$ cat src/rtl/wdog_timer.sv
module wdog_timer #(
  parameter int TICKS_PER_HALF = 16384,
  parameter int HOLD_TICKS     = 4,
  parameter int PDN_TICKS      = 524288
) (
  input  logic        clk,
  input  logic        rst_n,
  input  logic        tick,
  input  logic        lp_mode,
  input  logic        bus_wr,
  input  logic [3:0]  bus_addr,
  input  logic [15:0] bus_wdata,
  output logic [15:0] bus_rdata,
  output logic        rst_int_o,
  output logic        rst_ext_n,
  output logic        irq
);
  localparam int PW = $clog2(TICKS_PER_HALF);
  localparam int HW = $clog2(HOLD_TICKS + 1);
  localparam int DW = $clog2(PDN_TICKS + 1);

  logic [7:0]    tmo, cnt, lead;
  logic          act_ext, en, lp_susp, lp_locked, armed;
  logic          ie, isr, pdn_en, pdn_pulse;
  logic [1:0]    cause;
  logic [PW-1:0] pre;
  logic [HW-1:0] ihold, ehold;
  logic [DW-1:0] pdn_cnt;

  wire wr_ctl  = bus_wr && bus_addr == 4'h0;
  wire wr_svc  = bus_wr && bus_addr == 4'h2;
  wire wr_icr  = bus_wr && bus_addr == 4'h6;
  wire wr_misc = bus_wr && bus_addr == 4'h8;

  wire svc_ok  = wr_svc && bus_wdata == 16'hAAAA && armed;
  wire start   = wr_ctl && bus_wdata[2] && !en;
  wire load    = start || svc_ok;
  wire run     = en && !(lp_susp && lp_mode);
  wire half    = run && tick && pre == PW'(TICKS_PER_HALF - 1) && !load;
  wire expire  = half && cnt == 8'd0;
  wire sw_int  = wr_ctl && !bus_wdata[4];
  wire sw_ext  = wr_ctl && !bus_wdata[5];
  wire lead_hit = half && cnt != 8'd0 && (cnt - 8'd1) == lead && ie;

  always_ff @(posedge clk or negedge rst_n) begin
    if (!rst_n) begin
      tmo <= '0; act_ext <= 1'b0; en <= 1'b0; lp_susp <= 1'b0; lp_locked <= 1'b0;
      armed <= 1'b0; cnt <= '0; pre <= '0;
    end else begin
      if (wr_ctl) begin
        tmo       <= bus_wdata[15:8];
        act_ext   <= bus_wdata[3];
        en        <= en | bus_wdata[2];
        lp_locked <= 1'b1;
        if (!lp_locked) lp_susp <= bus_wdata[0];
      end
      if (wr_svc) armed <= (bus_wdata == 16'h5555);
      if (load) begin
        cnt <= start ? bus_wdata[15:8] : tmo;
        pre <= '0;
      end else if (half) begin
        pre <= '0;
        cnt <= (cnt == 8'd0) ? tmo : cnt - 8'd1;
      end else if (run && tick) begin
        pre <= pre + PW'(1);
      end
    end
  end

  always_ff @(posedge clk or negedge rst_n) begin
    if (!rst_n) begin
      ie <= 1'b0; isr <= 1'b0; lead <= '0;
    end else begin
      if (wr_icr) begin
        ie   <= bus_wdata[15];
        lead <= bus_wdata[7:0];
      end
      if (lead_hit) isr <= 1'b1;
      else if (wr_icr && bus_wdata[14]) isr <= 1'b0;
    end
  end

  always_ff @(posedge clk or negedge rst_n) begin
    if (!rst_n) begin
      ihold <= '0; ehold <= '0; cause <= '0;
    end else begin
      if ((expire && !act_ext) || sw_int) ihold <= HW'(HOLD_TICKS);
      else if (tick && ihold != '0)       ihold <= ihold - HW'(1);
      if ((expire && act_ext) || sw_ext)  ehold <= HW'(HOLD_TICKS);
      else if (tick && ehold != '0)       ehold <= ehold - HW'(1);
      if (expire)                cause <= 2'b10;
      else if (sw_int || sw_ext) cause <= 2'b01;
    end
  end

  always_ff @(posedge clk or negedge rst_n) begin
    if (!rst_n) begin
      pdn_en <= 1'b1; pdn_cnt <= '0; pdn_pulse <= 1'b0;
    end else begin
      if (wr_misc) pdn_en <= pdn_en & bus_wdata[0];
      if (tick && pdn_cnt != DW'(PDN_TICKS)) pdn_cnt <= pdn_cnt + DW'(1);
      pdn_pulse <= tick && pdn_en && pdn_cnt == DW'(PDN_TICKS - 1);
    end
  end

  assign rst_int_o = ihold != '0;
  assign rst_ext_n = (ehold == '0) && !pdn_pulse;
  assign irq       = isr && ie;

  always_comb begin
    case (bus_addr)
      4'h0:    bus_rdata = {tmo, 2'b00, 2'b11, act_ext, en, 1'b0, lp_susp};
      4'h4:    bus_rdata = {14'd0, cause};
      4'h6:    bus_rdata = {ie, isr, 6'd0, lead};
      4'h8:    bus_rdata = {15'd0, pdn_en};
      default: bus_rdata = 16'h0000;
    endcase
  end


  en_sticky_chk: assert property (@(posedge clk) disable iff (!rst_n) en |=> en);

  lp_once_chk: assert property (@(posedge clk) disable iff (!rst_n) lp_locked |=> $stable(lp_susp));

  lp_freeze_chk: assert property (@(posedge clk) disable iff (!rst_n)
    (lp_mode && lp_susp && !bus_wr) |=> ($stable(cnt) && $stable(pre)));

  reload_chk: assert property (@(posedge clk) disable iff (!rst_n)
    svc_ok |=> (cnt == $past(tmo) && pre == '0));

  tout_cause_chk: assert property (@(posedge clk) disable iff (!rst_n) expire |=> cause == 2'b10);

  int_path_chk: assert property (@(posedge clk) disable iff (!rst_n) (expire && !act_ext) |=> rst_int_o);

  ext_path_chk: assert property (@(posedge clk) disable iff (!rst_n) (expire && act_ext) |=> !rst_ext_n);

  irq_gate_chk: assert property (@(posedge clk) disable iff (!rst_n) $rose(isr) |-> $past(ie));

  hold_max_chk: assert property (@(posedge clk) disable iff (!rst_n)
    (ihold <= HW'(HOLD_TICKS) && ehold <= HW'(HOLD_TICKS)));
endmodule

$ cat config.mk
export PLATFORM = sky130hd
export DESIGN_NAME = wdog_timer
export DESIGN_NICKNAME = d
export VERILOG_FILES = /design/src/rtl/wdog_timer.sv
export SDC_FILE = /design/constraint.sdc
export NUM_CORES = 1
export LEC_CHECK = 0
export ABC_AREA = 1
export CAP_MARGIN = 20
export CORE_ASPECT_RATIO = 1.4
export CORE_MARGIN = 1
export CORE_UTILIZATION = 39
export DETAILED_ROUTE_END_ITERATION = 12
export PLACE_DENSITY = 0.61
export SLEW_MARGIN = 20
export SYNTH_ARGS = -nofsm -noshare
export SYNTH_HDL_FRONTEND = slang
export SYNTH_SLANG_ARGS = --single-unit
$ cat constraint.sdc
create_clock -name clk -period 2.06 [get_ports clk]
set_clock_uncertainty 0.15 [all_clocks]
set_input_delay 0.412 -clock clk [delete_from_list [all_inputs] [get_ports clk]]
set_output_delay 0.412 -clock clk [all_outputs]
set_load 0.02 [all_outputs]
==> metrics.md, run 1 <==
| Metric | Value |
|---|---|
| Filler cell count | `1160` |
| Final setup TNS | `0 ps` |
| Syn nets | `709` |
| CORE AREA | `0.01188 mm^2` |
| Num rows | `47` |
| Endpoints failing hold | `0` |
| Die width | `95.67 um` |
| Post-layout net count | `818` |
| Synth Register Bits | `75` |
| Hold WS | `329.0 ps` |
| CP Launch Type | `input port` |
| Required @ worst endpoint | `1500 ps` |
| CTS tree | `done` |
| DRC Markers | `0` |
| Initial Util | `0.4033` |
| Area Growth Syn to Fin | `29.02%` |
| Port bufs | `43` |
| Vias in the first global route | `4791` |
| Final period utilization | `0.9602` |
| Gr ovfl total | `0` |
| # H-tree levels | `3` |
| GR Layer Usage met3 | `0.03253` |
| Die area | `0.01274 mm^2` |
| Slew HR | `0.7263` |
| Post-synth EDFFs | `0` |
| Max IR drop VDD | `392.2 uV` |
| Antenna Cells | `0` |
| Seq/Total Area, Yosys | `0.3920` |
| Max-cap violations | `0` |
| Worst hold path class | `reg2reg` |
| Total wire length | `12.96 mm` |
| Distinct cell type count after synthesis | `40` |
| TritonCTS buffer count | `9` |
| Post-route ant nets | `0` |
| Cell Count, Final, Fillers Out | `936` |
| Boundary pin count | `44` |
| Mapped Cells | `675` |
| Yosys Warn Count | `0` |
| Clock sink count | `75` |
| Mean Syn Cell Area | `7.098 um^2` |
| WS Path Type | `in2out` |
| Tmin final | `1978 ps` |
| GRT Max-Usage Layer | `met2` |
| Status | `complete, no violations` |
| Slowest CP cell | `clkinvlp_4` |
| DR iter-0 viols | `167` |
| Met2 usage | `0.4016` |
| Power after layout | `0.004910 W` |
| Vias per inst | `5.063` |
| Cell area power density | `794.4 mW/mm^2` |
| Clock Pin Slew Worst Setup and Hold Paths | `60 ps` |
| Worst EP arrival | `1420 ps` |
| Async set-or-reset flop fraction in the synthesized netlist | `1.000` |
| Met1 usage | `0.2411` |
| Antenna violations before repair | `0` |
| Largest stage delay, worst path | `230 ps` |
| Area of the multi-input gates | `0.002520 mm^2` |
| Register Area | `0.001878 mm^2` |
| Largest net degree at the start of global routing | `37` |
| Max-slew violations | `0` |
| Total GRT Usage | `0.2222` |
| CP delay by family, top | `buffers and inverters` |
| Root Driver | `clkbuf_16` |
| Dpl cells | `913` |
| Share of post-route cells with drive strength above 1 | `0.1812` |
| DR WL/cell | `13.84 um` |
| CP dominant cell by count | `nor2_4` |
| First-pass GRT wire length | `21.73 mm` |
| Clock Latency Late Sink | `340 ps` |
| DP HPWL | `10.14 mm` |
| Max Clk Rate | `0.5056 GHz` |
| Setup crit end kind | `primary output` |
| Final setup vio count | `0` |
| Pleak | `3.129 nW` |
| Post-Syn Area | `0.004791 mm^2` |
| Crit-path max FO | `6` |
| Crit path buf inv count | `4` |
| CP Cell Sequence | `clkbuf_2 > nor2_4 > inv_2 > nor2_4 > clkinvlp_4 > nor2_2 > buf_6` |
| Vias | `4739` |
| DR pass1 iterations | `5` |
| Slew at the pin closest to its max-slew limit | `406.9 ps` |
| Chip Height | `133.1 um` |
| Clk buf depth | `2` |
| Gpl congestion | `0.8650` |
| Most used DFF post-synth | `dfrtp_1` |
==> worst reg2reg max path: cells and delay by family, from the launching register on <==
| family | cells | cell delay (ps) |
|---|---|---|
| AO/OA/AOI/OAI | 1 | 60 |
| adder cells (fa/ha/maj) | 1 | 200 |
| buffers and inverters | 3 | 410 |
| flip-flops | 1 | 390 |
| AND/OR/NAND/NOR | 4 | 640 |
==> synthesized netlist by cell type (2+ instances only) <==
cell type | instances | area [um^2]
nor2_1 | 68 | 255.2
a21oi_1 | 4 | 20.02
o21ai_0 | 64 | 320.3
inv_2 | 4 | 15.01
ha_1 | 9 | 112.6
nor3_2 | 2 | 20.02
dfrtp_1 | 74 | 1852
nor2_4 | 3 | 33.78
nor4_1 | 3 | 18.77
buf_2 | 5 | 25.02
nor2_2 | 6 | 37.54
buf_6 | 3 | 33.78
xor2_1 | 24 | 210.2
nand2_2 | 3 | 18.77
clkbuf_1 | 4 | 15.01
nand3_1 | 60 | 300.3
xnor2_1 | 2 | 17.52
o21ai_1 | 5 | 25.02
nand3b_1 | 3 | 22.52
inv_1 | 93 | 349.1
nand4_1 | 18 | 112.6
o21ai_2 | 2 | 17.52
nand3_2 | 2 | 20.02
o31ai_1 | 2 | 15.01
nor3_1 | 13 | 65.06
nand2_1 | 184 | 690.7
o22ai_1 | 2 | 12.51
==> path summary, 6_finish.rpt <==
check                       startpoint       endpoint  slack [ps]  cells after the start
max                        bus_addr[0]  bus_rdata[12]          80                      7
min                          lp_locked      lp_locked         330                      2
max reg2reg                     pre[0]       cause[0]         110                      9
min reg2reg                  lp_locked      lp_locked         330                      2
max in group asynchronous        rst_n         pdn_en         850                      3
min in group asynchronous        rst_n     pdn_cnt[9]         360                      2
==> per-layer routing <==
metal,wire length [um],vias up
met3,407,35
met1,4998,2212
met5,0,-
li1,-,2383
met4,663,0
met2,6885,109
==> cell type report <==
class / instances / share of cell area
inverters: 98 / 0.05992
clock inverters: 5 / 0.01397
well taps: 147 / 0.02976
clock buffers: 11 / 0.03765
repair inverters: 1 / 0.001215
repair buffers: 109 / 0.1460
multi-input cells: 490 / 0.4077
flip-flops and latches: 75 / 0.3038
==> cells in the final DEF (no fill, tap or decap), types with 10 or more instances in the layout <==
cell type and n:
inv_1 91, o21ai_0 61, nor2_1 61, nor2_2 10
nand3_1 60, nor3_1 13, nand2_1 184, dfrtp_1 74
buf_4 69, nand4_1 18, xor2_1 24, clkdlybuf4s50_1 19
==> kinds of logic (layout without fill, tap and decap cells) <==
family / Yosys count / after routing / synth area share
and+or+nand+nor: 371 / 371 / 0.3502
AOI/OAI and AO/OA: 83 / 83 / 0.09219
DFF: 75 / 75 / 0.3920
xor gates and xnor gates: 26 / 26 / 0.04753
buffers and inverters: 110 / 224 / 0.09219
muxes: 1 / 1 / 0.002350
adders and majority gates: 9 / 9 / 0.02351
==> metrics by stage <==
step | utilization | setup slack (ps) | instance area, um^2
4_1_cts | 0.5162 | 6.238 | 6132
5_1_grt | 0.5203 | -1.625 | 6181
3_5_place_dp | 0.4897 | -842.0 | 5817
6_report | 0.5203 | 82.03 | 6181
2_1_floorplan | - | 139.9 | 4791
3_3_place_gp | 0.4897 | -847.1 | 5817
==> registers in the layout, indices dropped and copies added (netlist names) <==
name / count
cause: 2
pdn_pulse: 1
pdn_cnt: 20
ihold: 3
lp_locked: 1
ehold: 3
isr: 1
lead: 8
cnt: 8
lp_susp: 1
act_ext: 1
en: 1
pre: 14
ie: 1
armed: 1
tmo: 8
pdn_en: 1
==> report_power, final <==
part           switching, W  internal, W  leakage, nW
Combinational      0.000715     0.000489         2.01
Sequential         0.000236      0.00175        0.960
Clock              0.000653      0.00107        0.154
Total               0.00160      0.00331         3.13
==> repair_timing <==
| action | 4_1_cts | 5_1_grt |
|---|---|---|
| hold buffers | 1 | 0 |
| gates cloned | 1 | 0 |
| pin swaps | 7 | 6 |
| setup endpoints to repair | 19 | 22 |
| resized for setup | 99 | 20 |
| buffers inserted | 1 | 4 |
| endpoints found under the hold margin | 22 | 0 |
Note: power is estimated with default switching activity, not from simulation.
==> run 2, diff against run 1 <==
--- a/config.mk
+++ b/config.mk
@@ -8,8 +8,9 @@
 export ABC_AREA = 1
 export CAP_MARGIN = 20
 export CORE_ASPECT_RATIO = 1.4
-export CORE_MARGIN = 1
+export CORE_MARGIN = 2
 export CORE_UTILIZATION = 39
+export CTS_CLUSTER_DIAMETER = 120
 export DETAILED_ROUTE_END_ITERATION = 12
 export PLACE_DENSITY = 0.61
 export SLEW_MARGIN = 20
==> metrics.md, run 2 (synthesis results as in run 1) <==
| Metric | Value |
|---|---|
| Status | `complete, no violations` |
| CP Launch Type | `input port` |
| Slew HR | `0.7177 (-0.008564)` |
| Depth of the worst hold-timing path | `2 (unchanged)` |
| Post-layout net count | `819 (+0.12%)` |
| Tmin final | `2036 ps (+58.33 ps)` |
| Total GRT Usage | `0.1996 (-0.02262)` |
| Crit-path max FO | `6 (unchanged)` |
| R2r endpoint | `pdn_cnt[16]` |
| WS Path Type | `in2out` |
| Initial Util | `0.4033 (unchanged)` |
| Required @ worst endpoint | `1500 ps (about the same)` |
| Clock Pin Slew Worst Setup and Hold Paths | `70 ps (about the same)` |
| TritonCTS buffer count | `9 (unchanged)` |
| First-pass GRT wire length | `21.26 mm (-2.2%)` |
| Worst hold path class | `reg2reg` |
| Vias | `4668 (-1.5%)` |
| Setup slack, reg-to-reg | `140 ps (+30 ps)` |
| DR pass1 iterations | `4 (-1)` |
| DP HPWL | `10.16 mm (+0.23%)` |
| CTS tree | `done` |
| Pleak | `3.121 nW (-0.24%)` |
| Final setup vio count | `0 (unchanged)` |
| RSZ-0062 raised after global routing | `true` |
| Setup crit end kind | `primary output` |
| CORE AREA | `0.01188 mm^2 (unchanged)` |
| Commonest cells after routing, fill and taps aside | `nand2_1 (184), inv_1 (91), dfrtp_1 (73)` |
| FF-to-FF Start | `pdn_cnt[0]` |
| Clock sink count | `75 (unchanged)` |
| Post-route ant nets | `0 (unchanged)` |
| Gr ovfl total | `0 (unchanged)` |
| Cell area power density | `765.7 mW/mm^2 (-3.6%)` |
| Boundary pin count | `44 (unchanged)` |
| Die width | `97.67 um (+2.1%)` |
| Max Clk Rate | `0.4911 GHz (-2.9%)` |
| Max reg flops | `20 (unchanged)` |
| HP Start | `lp_locked` |
| Max-slew violations | `0 (unchanged)` |
| Root Driver | `clkbuf_16` |
| Share of post-route cells with drive strength above 1 | `0.1861 (+0.004834)` |
| Largest net degree at the start of global routing | `32 (-14%)` |
| Endpoints failing hold | `0 (unchanged)` |
| Final setup TNS | `0 ps (unchanged)` |
| Clk buf depth | `2 (unchanged)` |
| DRC Markers | `0 (unchanged)` |
| Max IR drop VDD | `407.7 uV (+4.0%)` |
| Reg2reg path depth | `6 (-3)` |
| # H-tree levels | `3 (unchanged)` |
| Gpl congestion | `0.8749 (+1.1%)` |
| Chip Height | `135.1 um (+1.5%)` |
| DR WL/cell | `13.93 um (+0.65%)` |
| Num rows | `47 (unchanged)` |
| Clock Latency Late Sink | `330 ps (about the same)` |
| Worst EP arrival | `1470 ps (+50 ps)` |
| Final period utilization | `0.9885 (+0.02831)` |
| Area Growth Syn to Fin | `28.08%` |
| Filler cell count | `1184 (+2.1%)` |
| Vias per inst | `4.982 (-1.6%)` |
| Top Registers | `pdn_cnt x20, pre x14` |
| DR iter-0 viols | `183 (+9.6%)` |
| Die area | `0.01320 mm^2 (+3.6%)` |
| Antenna Cells | `0 (unchanged)` |
| End of the worst hold path | `lp_locked` |
| DP Worst Slack | `-881.5 ps (-39.49 ps)` |
| Register name with the most flops | `pdn_cnt` |
| Most common cell after layout, fill and taps aside | `nand2_1` |
| Slew at the pin closest to its max-slew limit | `419.6 ps (+12.73 ps)` |
| Port bufs | `43 (unchanged)` |
| Final setup margin | `23.70 ps (-58.33 ps)` |
| Max-cap violations | `0 (unchanged)` |
| Total wire length | `13.05 mm (+0.76%)` |
| Vias in the first global route | `4619 (-3.6%)` |
| Antenna violations before repair | `0 (unchanged)` |
## run 2: final cells by class
| cell class | count | area [um^2] | area share |
|---|---|---|---|
| Clock inverter | 6 | 46.29 | 0.007545 |
| Clock buffer | 10 | 239.0 | 0.03895 |
| Tap cell | 147 | 183.9 | 0.02998 |
| Timing Repair inverter | 1 | 7.507 | 0.001223 |
| Timing Repair Buffer | 110 | 890.9 | 0.1452 |
| Sequential cell | 75 | 1879 | 0.3063 |
| Inverter | 98 | 370.4 | 0.06036 |
| Multi-Input combinational cell | 490 | 2519 | 0.4105 |
## run 2: worst max-delay path by stage
stage / from / end / cells past startpoint
6_report: bus_addr[1] / bus_rdata[14] / 7
5_1_grt: bus_addr[1] / bus_rdata[14] / 7
4_1_cts: bus_addr[0] / bus_rdata[14] / 7
3_5_place_dp: bus_addr[0] / bus_rdata[14] / 7
3_3_place_gp: bus_addr[3] / bus_rdata[15] / 7
2_1_floorplan: bus_addr[0] / bus_rdata[2] / 6
## run 2: critical path, cell delays in order
cell        delay (ps)
buf_4              120
nor2_4              90
inv_2               60
nor2_4             190
clkinvlp_4         240
o21ai_2            180
buf_2              180
## run 2: metrics by stage
step / util / total power [W] / instances / area (um^2) / hold WS, ps
global route: 0.5165 / 0.004983 / 937 / 6136 / 347.0
CTS: 0.5137 / 0.004730 / 936 / 6102 / 318.8
floorplan: - / 0.002725 / 675 / 4791 / -33.59
global placement: 0.4893 / 0.003174 / 914 / 5812 / 216.3
detailed placement: 0.4893 / 0.003212 / 914 / 5812 / 223.8
finish: 0.5165 / 0.004698 / 937 / 6136 / 316.5
## run 2: layer usage
layer | track usage | up-vias | wire length (um)
met3 | 0.02735 | 25 | 419
li1 | - | 2383 | -
met1 | 0.2188 | 2159 | 5168
met2 | 0.3831 | 101 | 7077
met4 | 0.08256 | 0 | 389
met5 | 0 | - | 0
## run 2: power breakdown
part / switching, W / total, W / internal [W] / leakage (nW)
clock network: 0.000655 / 0.00151 / 0.000857 / 0.135
logic: 0.000711 / 0.00120 / 0.000493 / 2.03
registers: 0.000235 / 0.00198 / 0.00175 / 0.958
total: 0.00160 / 0.00470 / 0.00310 / 3.12
## run 2: what timing repair did
action	CTS	global route
hold buffers	1	0
gates cloned	1	0
gates resized for setup	101	14
hold endpoints to repair	27	0
setup buffers	4	1
endpoints found under the setup margin	19	17
pin swaps	5	6
==> run 3, diff against run 2 <==
--- a/config.mk
+++ b/config.mk
@@ -10,7 +10,7 @@
 export CORE_ASPECT_RATIO = 1.4
 export CORE_MARGIN = 2
 export CORE_UTILIZATION = 39
-export CTS_CLUSTER_DIAMETER = 120
+export CTS_CLUSTER_DIAMETER = 200
 export DETAILED_ROUTE_END_ITERATION = 12
 export PLACE_DENSITY = 0.61
 export SLEW_MARGIN = 20
==> results of run 3 <==
Same layout as run 2: the final DEF is identical, and so are final timing and power.
